===== config.mk =====
export PLATFORM = sky130hd
export DESIGN_NAME = sbl_top
export DESIGN_NICKNAME = d
export VERILOG_FILES = /design/src/rtl/sbl_pkg.sv /design/src/rtl/sbl_sync_edge.sv /design/src/rtl/sbl_carrier.sv /design/src/rtl/sbl_pi.sv /design/src/rtl/sbl_top.sv
export SDC_FILE = /design/constraint.sdc
export NUM_CORES = 1
export LEC_CHECK = 0
export BUFFER_PORTS_ARGS = -buffer_cell sky130_fd_sc_hd__buf_4
export CAP_MARGIN = 10
export CORE_AREA = 3 3 149 151
export CTS_BUF_LIST = sky130_fd_sc_hd__clkbuf_8
export DETAILED_ROUTE_END_ITERATION = 8
export DIE_AREA = 0 0 152 154
export GPL_TIMING_DRIVEN = 0
export PLACE_DENSITY_LB_ADDON = 0.1
export SLEW_MARGIN = 20
export SYNTH_ARGS = -nofsm -noshare
export SYNTH_HDL_FRONTEND = slang
export SYNTH_SLANG_ARGS = --single-unit

===== constraint.sdc =====
create_clock -name clk -period 6.4 [get_ports clk]
set_input_delay 0.32 -clock clk [delete_from_list [all_inputs] [get_ports clk]]
set_output_delay 0.32 -clock clk [all_outputs]
set_load 0.05 [all_outputs]

===== src/rtl/sbl_pkg.sv =====
package sbl_pkg;

    typedef enum logic [1:0] {
        PI_IDLE  = 2'd0,
        PI_ERROR = 2'd1,
        PI_INTEG = 2'd2,
        PI_APPLY = 2'd3
    } pi_state_e;

endpackage


===== src/rtl/sbl_sync_edge.sv =====
module sbl_sync_edge #(
    parameter int STAGES    = 2,
    parameter bit EDGE_RISE = 1'b1
) (
    input  logic clk,
    input  logic rst_n,
    input  logic bus_in,
    output logic clr_pulse
);

    localparam logic REST_LVL = EDGE_RISE ? 1'b0 : 1'b1;

    logic [STAGES-1:0] sync_q;
    logic              hist_q;

    always_ff @(posedge clk or negedge rst_n) begin
        if (!rst_n) begin
            sync_q <= {STAGES{REST_LVL}};
            hist_q <= REST_LVL;
        end else begin
            sync_q <= {sync_q[STAGES-2:0], bus_in};
            hist_q <= sync_q[STAGES-1];
        end
    end

    generate
        if (EDGE_RISE) begin : g_rise
            assign clr_pulse = sync_q[STAGES-1] & ~hist_q;
        end else begin : g_fall
            assign clr_pulse = ~sync_q[STAGES-1] & hist_q;
        end
    endgenerate


    pulse_width_chk: assert property (@(posedge clk) disable iff (!rst_n)
        clr_pulse |=> !clr_pulse);


    pulse_source_chk: assert property (@(posedge clk) disable iff (!rst_n)
        clr_pulse |-> ($past(bus_in, STAGES) == ~REST_LVL));

endmodule


===== src/rtl/sbl_carrier.sv =====
module sbl_carrier #(
    parameter int PW = 16,
    parameter int N  = 256
) (
    input  logic                 clk,
    input  logic                 rst_n,
    input  logic [PW-1:0]        carr_prd,
    output logic                 tick,
    output logic [$clog2(N)-1:0] idx,
    output logic                 mid
);

    localparam int IDXW = $clog2(N);
    localparam int HALF = N / 2;

    logic [PW-1:0]   cnt_q;
    logic [IDXW-1:0] idx_q;
    logic            mid_q;
    logic            wrap;

    assign wrap = (cnt_q >= carr_prd);

    always_ff @(posedge clk or negedge rst_n) begin
        if (!rst_n) begin
            cnt_q <= '0;
            idx_q <= '0;
            mid_q <= 1'b0;
        end else begin
            mid_q <= wrap && (idx_q == IDXW'(HALF - 1));
            if (wrap) begin
                cnt_q <= '0;
                if (idx_q == IDXW'(N - 1)) begin
                    idx_q <= '0;
                end else begin
                    idx_q <= idx_q + 1'b1;
                end
            end else begin
                cnt_q <= cnt_q + 1'b1;
            end
        end
    end

    assign tick = wrap;
    assign idx  = idx_q;
    assign mid  = mid_q;


    restart_chk: assert property (@(posedge clk) disable iff (!rst_n)
        tick |=> (cnt_q == '0));


    idx_hold_chk: assert property (@(posedge clk) disable iff (!rst_n)
        !tick |=> $stable(idx_q));


    idx_range_chk: assert property (@(posedge clk) disable iff (!rst_n)
        int'(idx_q) < N);


    mid_index_chk: assert property (@(posedge clk) disable iff (!rst_n)
        mid_q |-> (idx_q == IDXW'(HALF)));

endmodule


===== src/rtl/sbl_pi.sv =====
module sbl_pi
    import sbl_pkg::*;
#(
    parameter int CW       = 16,
    parameter int PW       = 16,
    parameter int KP_SHIFT = 2,
    parameter int KI_SHIFT = 4,
    parameter int INT_LIM  = 4096
) (
    input  logic          clk,
    input  logic          rst_n,
    input  logic          mid,
    input  logic [CW-1:0] ref_cnt,
    input  logic [CW-1:0] ref_prd,
    input  logic [PW-1:0] carr_nom,
    input  logic [PW-1:0] carr_min,
    input  logic [PW-1:0] carr_max,
    output logic [PW-1:0] carr_prd
);

    localparam int IW = CW + 3;
    localparam int SW = IW + 1;
    localparam int RW = (SW > PW ? SW : PW) + 2;
    localparam logic signed [IW:0] LIM_HI = (IW+1)'(INT_LIM);
    localparam logic signed [IW:0] LIM_LO = -LIM_HI;

    pi_state_e state_q, state_d;

    logic        [CW-1:0] fb_q;
    logic signed [CW:0]   err_q;
    logic signed [IW-1:0] integ_q;
    logic signed [SW-1:0] corr_q;
    logic signed [IW:0]   acc_sum;
    logic signed [IW-1:0] acc_sat;
    logic signed [RW-1:0] nom_s, min_s, max_s, raw;

    // state register
    always_ff @(posedge clk or negedge rst_n) begin
        if (!rst_n) begin
            state_q <= PI_IDLE;
        end else begin
            state_q <= state_d;
        end
    end

    // next state
    always_comb begin
        state_d = state_q;
        unique case (state_q)
            PI_IDLE:  if (mid) state_d = PI_ERROR;
            PI_ERROR: state_d = PI_INTEG;
            PI_INTEG: state_d = PI_APPLY;
            PI_APPLY: state_d = PI_IDLE;
            default:  state_d = PI_IDLE;
        endcase
    end

    // saturating accumulation
    always_comb begin
        acc_sum = (IW+1)'(integ_q) + (IW+1)'(err_q);
        if (acc_sum > LIM_HI) begin
            acc_sat = IW'(LIM_HI);
        end else if (acc_sum < LIM_LO) begin
            acc_sat = IW'(LIM_LO);
        end else begin
            acc_sat = $signed(acc_sum[IW-1:0]);
        end
    end

    // datapath outputs per state
    always_ff @(posedge clk or negedge rst_n) begin
        if (!rst_n) begin
            fb_q    <= '0;
            err_q   <= '0;
            integ_q <= '0;
            corr_q  <= '0;
        end else begin
            unique case (state_q)
                PI_IDLE:  if (mid) fb_q <= ref_cnt;
                PI_ERROR: err_q <= $signed({1'b0, fb_q}) - $signed({1'b0, ref_prd >> 1});
                PI_INTEG: integ_q <= acc_sat;
                PI_APPLY: corr_q <= SW'(err_q >>> KP_SHIFT) + SW'(integ_q >>> KI_SHIFT);
                default:  ;
            endcase
        end
    end

    // period clamp
    always_comb begin
        nom_s = $signed({{(RW-PW){1'b0}}, carr_nom});
        min_s = $signed({{(RW-PW){1'b0}}, carr_min});
        max_s = $signed({{(RW-PW){1'b0}}, carr_max});
        raw   = nom_s - RW'(corr_q);
        if (raw < min_s) begin
            carr_prd = carr_min;
        end else if (raw > max_s) begin
            carr_prd = carr_max;
        end else begin
            carr_prd = raw[PW-1:0];
        end
    end


    idle_wait_chk: assert property (@(posedge clk) disable iff (!rst_n)
        (state_q == PI_IDLE && !mid) |=> (state_q == PI_IDLE));


    err_to_integ_chk: assert property (@(posedge clk) disable iff (!rst_n)
        (state_q == PI_ERROR) |=> (state_q == PI_INTEG));


    apply_return_chk: assert property (@(posedge clk) disable iff (!rst_n)
        (state_q == PI_APPLY) |=> (state_q == PI_IDLE));


    integ_bound_chk: assert property (@(posedge clk) disable iff (!rst_n)
        ((IW+1)'(integ_q) <= LIM_HI) && ((IW+1)'(integ_q) >= LIM_LO));


    corr_hold_chk: assert property (@(posedge clk) disable iff (!rst_n)
        (state_q != PI_APPLY) |=> $stable(corr_q));


    prd_window_chk: assert property (@(posedge clk) disable iff (!rst_n)
        (carr_min <= carr_max) |-> (carr_prd >= carr_min && carr_prd <= carr_max));

endmodule


===== src/rtl/sbl_top.sv =====
module sbl_top #(
    parameter int CW          = 16,
    parameter int PW          = 16,
    parameter int N           = 256,
    parameter int KP_SHIFT    = 2,
    parameter int KI_SHIFT    = 4,
    parameter int INT_LIM     = 4096,
    parameter int SYNC_STAGES = 2,
    parameter bit EDGE_RISE   = 1'b1
) (
    input  logic                 clk,
    input  logic                 rst_n,
    input  logic [CW-1:0]        ref_cnt,
    input  logic [CW-1:0]        ref_prd,
    input  logic                 sync_in,
    input  logic [PW-1:0]        carr_nom,
    input  logic [PW-1:0]        carr_min,
    input  logic [PW-1:0]        carr_max,
    output logic                 sync_out,
    output logic                 ref_clr,
    output logic [PW-1:0]        carr_prd,
    output logic                 carr_tick,
    output logic [$clog2(N)-1:0] sine_idx
);

    logic sync_out_q;
    logic mid_evt;

    always_ff @(posedge clk or negedge rst_n) begin
        if (!rst_n) begin
            sync_out_q <= 1'b0;
        end else begin
            sync_out_q <= (ref_cnt < (ref_prd >> 1));
        end
    end

    assign sync_out = sync_out_q;

    sbl_sync_edge #(
        .STAGES    (SYNC_STAGES),
        .EDGE_RISE (EDGE_RISE)
    ) u_edge (
        .clk       (clk),
        .rst_n     (rst_n),
        .bus_in    (sync_in),
        .clr_pulse (ref_clr)
    );

    sbl_carrier #(
        .PW (PW),
        .N  (N)
    ) u_carrier (
        .clk      (clk),
        .rst_n    (rst_n),
        .carr_prd (carr_prd),
        .tick     (carr_tick),
        .idx      (sine_idx),
        .mid      (mid_evt)
    );

    sbl_pi #(
        .CW       (CW),
        .PW       (PW),
        .KP_SHIFT (KP_SHIFT),
        .KI_SHIFT (KI_SHIFT),
        .INT_LIM  (INT_LIM)
    ) u_pi (
        .clk      (clk),
        .rst_n    (rst_n),
        .mid      (mid_evt),
        .ref_cnt  (ref_cnt),
        .ref_prd  (ref_prd),
        .carr_nom (carr_nom),
        .carr_min (carr_min),
        .carr_max (carr_max),
        .carr_prd (carr_prd)
    );


    sync_high_chk: assert property (@(posedge clk) disable iff (!rst_n)
        sync_out |-> ($past(ref_cnt) < ($past(ref_prd) >> 1)));


    sync_low_chk: assert property (@(posedge clk) disable iff (!rst_n)
        !sync_out |-> ($past(ref_cnt) >= ($past(ref_prd) >> 1)));

endmodule


* After elaboration in Yosys (flattened, before gate mapping) *
Cells that the tools add are included.

word-level totals
  register bits after elaboration = 99
  bits in latches = 0
  memory bits (writable) = 0
  ROM bits = 0
  output and inout port bits = 27
  logic and storage cells = 42
  memories = 0

cells by class
  $add $sub $neg = 6
  multipliers = 0
  divide/modulo/power cells = 0
  magnitude comparators = 6
  equal/unequal tests = 6
  shift-type cells = 0
  multiplexer cells = 8
  bitwise gates (word level) = 2
  reduce and logical (&&, ||, !) cells = 3

operators by type and width
  operator                                                       count
  2-to-1 mux 16 bit                                              3
  2-to-1 mux 19 bit                                              2
  > comparator 22 x 17 -> 1 bit                                  1
  less-than comparator 22 x 17 -> 1 bit                          1
  adder 19 x 17 -> 20 bit                                        1
  > comparator 20 x 14 -> 1 bit (second input constant)          1
  less-than comparator 20 x 13 -> 1 bit (second input constant)  1
  subtractor 17 x 16 -> 18 bit                                   1
  subtractor 16 x 15 -> 17 bit                                   1
  adder 15 x 15 -> 16 bit                                        1
  adder 16 x 1 -> 16 bit (second input constant)                 1
  greater-or-equal comparator 16 bit                             1
  less-than comparator 16 x 15 -> 1 bit                          1
  adder 8 x 1 -> 8 bit (second input constant)                   1
  equality test 8 x 7 -> 1 bit (second input constant)           1
  equality test 8 bit (second input constant)                    1
  2-to-1 mux 8 bit                                               1
  case mux 2 bit (4 select lines)                                1
  equality test 2 bit (second input constant)                    2
  equality test 2 x 1 -> 1 bit (second input constant)           1
  zero test 2 bit                                                1
  2-to-1 mux 2 bit                                               1
  inequality test 2 x 1 -> 1 bit (second input constant)         1
  AND reduction 2 bit                                            1
  other kinds (3)                                                3

* Longest topological paths before layout *
  word-level depth = 6
  depth in mapped cells = 32
  gate-level depth less buffers = 29

* Hierarchy *
Synthesis repeated with hierarchy kept, for this count alone.

unflattened totals
  cell total of the unflattened synthesis = 1042
  area total of the unflattened synthesis = 9291.4 um2

by module, submodules not included
  module         instances  cells each  area each (um2)  sequential area each (um2)
  sbl_pi         1          827         7253.2           1751.7
  sbl_carrier    1          161         1554.0           625.6
  sbl_top        1          50          395.4            25.0
  sbl_sync_edge  1          4           88.8             75.1

* Least setup slack after synthesis *
OpenSTA, ideal clock, no wires.

  path type = in2out
  start point = input carr_nom[0]
  end point = output carr_tick
  arrival = 6583 ps
  data required time = 6080 ps
  setup slack = -503 ps
  cell stages on the path = 31
  cell sequence = inv_1 ha_1 inv_1 fa_1 a211o_1 a21oi_1 nor3b_1 nor2_1 xnor2_1 ha_1 a21o_1 a21o_1 a211o_1 a21o_1 a221oi_1 o21ai_1 nand2b_1 a2bb2oi_1 buf_2 mux2_2 ha_1 nand2b_1 a21o_1 a21o_1 a21oi_1 o21ai_1 a21oi_1 nor3_1 or2_1 clkbuf_1 clkbuf_1

between the ends
  longest elaborated chain between the ends = 5

ends and longest elaborated chain
  what                                    RTL line           RTL
  start, declared                         sbl_top.sv:16      input logic [PW-1:0] carr_nom,
  subtractor 17 x 16 -> 18 bit (*)        sbl_pi.sv:93       raw = nom_s - RW'(corr_q);
  > comparator 22 x 17 -> 1 bit           sbl_pi.sv:96       end else if (raw > max_s) begin
  2-to-1 mux 16 bit                       sbl_pi.sv:96
  2-to-1 mux 16 bit (*)                   sbl_pi.sv:94       if (raw < min_s) begin
  via carr_prd[0]                         sbl_top.sv:21      output logic [PW-1:0] carr_prd,
  greater-or-equal comparator 16 bit (*)  sbl_carrier.sv:21  assign wrap = (cnt_q >= carr_prd);
  end, declared                           sbl_top.sv:22      output logic carr_tick,

The timed path passes the listed nets; every way through them passes the cells marked *.

* Worst setup path after layout *
  start point = register u_pi.corr_q[0]
  end point = output carr_tick

between the ends
  longest elaborated chain between the ends = 5

ends and longest elaborated chain
  what                                    RTL line           RTL
  start, declared                         sbl_pi.sv:32       logic signed [SW-1:0] corr_q;
  start signal, assigned                  sbl_pi.sv:82       PI_APPLY: corr_q <= SW'(err_q >>> KP_SHIFT) + SW'(integ_q >>> KI_SHIFT);
  subtractor 17 x 16 -> 18 bit (*)        sbl_pi.sv:93
  > comparator 22 x 17 -> 1 bit           sbl_pi.sv:96
  2-to-1 mux 16 bit                       sbl_pi.sv:96
  2-to-1 mux 16 bit (*)                   sbl_pi.sv:94
  greater-or-equal comparator 16 bit (*)  sbl_carrier.sv:21

Mark *: on every way between the ends. The rest lies on a longest branch, timed or not.

==> impl_metrics.json <==
{
  "globalRouteMet2Util_pct": 34.5,
  "critPathSlowestCell": "dfrtp_1",
  "wl_per_cell_um": 15.9,
  "synth.net_count": 1239,
  "fp.dieH_um": 154,
  "min_path_type": "primary input to asynchronous set/reset pin",
  "violations": "hold timing",
  "io_buffer_count": 108,
  "path_clk_slew_ns": 0.11,
  "synth_mux_area_share_pct": 9.80,
  "antenna_left": 0,
  "synth_fa_ha_area_share_pct": 19.0,
  "h-tree-depth": 3,
  "period_needed_ns": 6.30,
  "grt_max_degree": 100,
  "antenna_found_initial": 0,
  "cp-start-kind": "register",
  "synthArstFlopShare_pct": 100,
  "viasPerCell": 5.33,
  "num_antenna_cells": 0,
  "die_area_mm2": 0.0234,
  "finClkSkew_ns": 0.0219,
  "clock_latency_ns": 0.38,
  "synth.area.top_cells": "dfrtp_1, ha_1, mux2_2",
  "wirelength_um": 22900,
  "cts_tree": "done",
  "cpPeakStageDelay_ns": 0.37,
  "p_leak_nw": 5.42,
  "cp.arrival_ns": 5.98,
  "fin_cells": 1445,
  "dr.pass1.iters": 5,
  "area.growth.synth_to_final_pct": 20.4,
  "tightest_slew_ns": 1.04,
  "syn_area_mm2": 0.00917,
  "gp_routability_congestion": 0.909,
  "busiest_layer": "met2",
  "synthCells": 1019,
  "initial_core_util_pct": 43.7,
  "worstPathMaxFanout": 3,
  "dp_hpwl_um": 18100,
  "drtIter0Drc": 272,
  "synth_top_flop_cell": "dfrtp_1",
  "use_met3_pct": 2.81,
  "min_period_over_period_pct": 98.4,
  "fin_setup_tns_ns": 0,
  "core_area_mm2": 0.0210,
  "synth_seq_area_share_pct": 27.0,
  "yosysUniqueCellTypes": 75,
  "grt_pass1_vias": 7756,
  "critical_path_class": "register to output pin",
  "finalNetCount": 1385,
  "dp.cells": 1402,
  "yosysWarnings": 0,
  "ff2ff_path_depth": 30,
  "yosysTopAreaCellShare_pct": 27.0,
  "cts-root-buf": "clkbuf_8",
  "clock_path_buffers": 2,
  "synth_edf_count": 0,
  "cpMostUsedCell": "a21o_1",
  "fmax_mhz": 159,
  "synth_top_family_by_area": "adder cells",
  "relSlewSlack_pct": 30.0,
  "drive_gt1_share_pct": 23.0,
  "ioPinCount": 110,
  "drc": 0,
  "reg2reg_from": "u_pi.corr_q[0]",
  "reg2reg_to": "u_carrier.idx[1]",
  "crit_path_end_kind": "output pin",
  "rsz0062_at_grt": "yes",
  "use_met1_pct": 25.4,
  "synth_compound_area_share_pct": 18.1,
  "dr_total_vias": 7705,
  "grt_usage_pct": 19.5,
  "gr-total-overflow": 0,
  "grt_pass1_wl_um": 37900,
  "cts_sinks": 99,
  "status": "complete, but fails checks",
  "maxCapViolations": 0,
  "rows": 53,
  "holdWs_ns": -0.00447,
  "synth.avg_cell_area_um2": 9.00,
  "fp.dieW_um": 152,
  "cp_num_buf_inv": 3,
  "final_hold_viol_count": 3,
  "synth.largest_area_cell": "dfrtp_1",
  "r2r_slack_ns": 0.19,
  "cp_top_family": "compound AO/OA/AOI/OAI gates",
  "synth_simple_gate_area_share_pct": 14.1,
  "finalMaxSlewViolations": 0,
  "pwr_density_cell_mw_per_mm2": 543,
  "synth-seq-cells": 99,
  "finalSetupViolCount": 0,
  "required_ns": 6.08,
  "cts-buffers-inserted": 9,
  "synth_xor_area_share_pct": 6.39,
  "irDropWorstVdd_mv": 0.211
}
[worst max-delay path by stage]
stage	start	to	slack (ns)	depth (start not counted)
floorplan	carr_nom[0]	carr_tick	0.04	31
global placement	carr_nom[0]	carr_tick	-1.03	33
detailed placement	carr_nom[0]	carr_tick	-1.0	31
CTS	u_pi.corr_q[0]	carr_tick	0.0009	32
global route	u_pi.corr_q[0]	carr_tick	-0.16	27
finish	u_pi.corr_q[0]	carr_tick	0.10	27
[synthesized netlist by cell type (all sizes together), types with 6 or more instances]
| cell type | instances |
|---|---|
| a211o | 7 |
| a211oi | 13 |
| a21o | 27 |
| a21oi | 48 |
| a31oi | 6 |
| and3 | 9 |
| buf | 8 |
| clkbuf | 13 |
| dfrtp | 99 |
| ha | 133 |
| inv | 110 |
| mux2 | 62 |
| mux2i | 20 |
| nand2 | 58 |
| nand2b | 9 |
| nand3 | 30 |
| nand4 | 6 |
| nor2 | 92 |
| nor2b | 11 |
| nor3 | 20 |
| o2111ai | 9 |
| o211ai | 10 |
| o21a | 15 |
| o21ai | 45 |
| o21bai | 6 |
| o22ai | 13 |
| or3 | 6 |
| xnor2 | 41 |
| xor2 | 25 |
[state kept, by name, summed over array words and instances (netlist names)]
name             count
u_carrier.idx        8
u_pi.state_q         2
u_pi.err_q          17
u_pi.integ_q        19
u_pi.corr_q         16
u_carrier.mid        1
u_carrier.cnt_q     16
sync_out             1
u_pi.fb_q           16
u_edge.hist_q        1
u_edge.sync_q        2
[where the power goes]
group	switching, W	internal, W	total (W)
sequential	0.000162	0.000802	0.000965
clock	0.000243	0.000187	0.000430
combinational	0.00256	0.00203	0.00459
total	0.00297	0.00302	0.00599
[cell type report]
cell class / instances / area (um^2)
tap: 275 / 344
clock inverter: 7 / 81.3
fill: 2031 / 9920
multi-input combinational: 789 / 6420
timing repair buffer: 138 / 1080
sequential: 99 / 2480
inverter: 110 / 413
buffer: 18 / 95.1
clock buffer: 9 / 124
[per-layer routing]
layer	part of all wire, %	wire length (um)
met5	0	0
met4	1.5	335
met3	3.4	780
met2	49	11100
met1	47	10700
[cell usage in the layout (no fill, tap or decap), types with 5 or more instances in the layout]
cell       count
a211o_1        7
xnor2_2        5
o22ai_2       10
xnor2_1       36
a21oi_1       40
o21ai_0       29
mux2i_1       19
a211oi_1      11
nor2b_1        9
nand2_1       57
nor3_1        19
o21a_1        15
o2111ai_1      8
clkbuf_1      11
dfrtp_1       99
and3_1         9
a21oi_2        7
buf_4        132
nand2b_1       7
xor2_1        23
o21ai_1       12
ha_1         129
mux2_1        14
or3_1          6
inv_1        108
clkbuf_8       9
o21bai_1       6
nand4_1        6
o211ai_1      10
mux2_2        46
a31oi_1        6
nor2_1        89
a21o_1        27
nand3_1       30
[stage by stage]
stage / hold WS (ns) / utilization [%] / setup WS, ns / power (W) / cell area (um^2)
6_report: -0.00447 / 52.7 / 0.100 / 0.00599 / 11000
5_1_grt: 0.0802 / 52.7 / -0.158 / 0.00652 / 11000
4_1_cts: 0.00532 / 52.3 / 0.000941 / 0.00591 / 11000
3_5_place_dp: 0.342 / 49.3 / -0.999 / 0.00503 / 10300
3_3_place_gp: 0.334 / 49.3 / -1.03 / 0.00498 / 10300
2_1_floorplan: 0.0244 / - / 0.0383 / 0.00403 / 9180
[cells by family (layout without fill, tap and decap cells)]
kind of cell / Yosys count / after routing
DFF: 99 / 99
adders and majority gates: 137 / 137
muxes: 82 / 82
and+or+nand+nor: 270 / 270
xor gates and xnor gates: 66 / 66
AOI/OAI and AO/OA: 234 / 234
buffers and inverters: 131 / 282
[what timing repair did]
action	4_1_cts	5_1_grt
hold buffers	0	1
setup endpoints to repair	22	1
endpoints found under the hold margin	0	1
pin swaps	31	39
setup buffers	21	8
resized for setup	57	10
(Power assumes the default switching activity.)
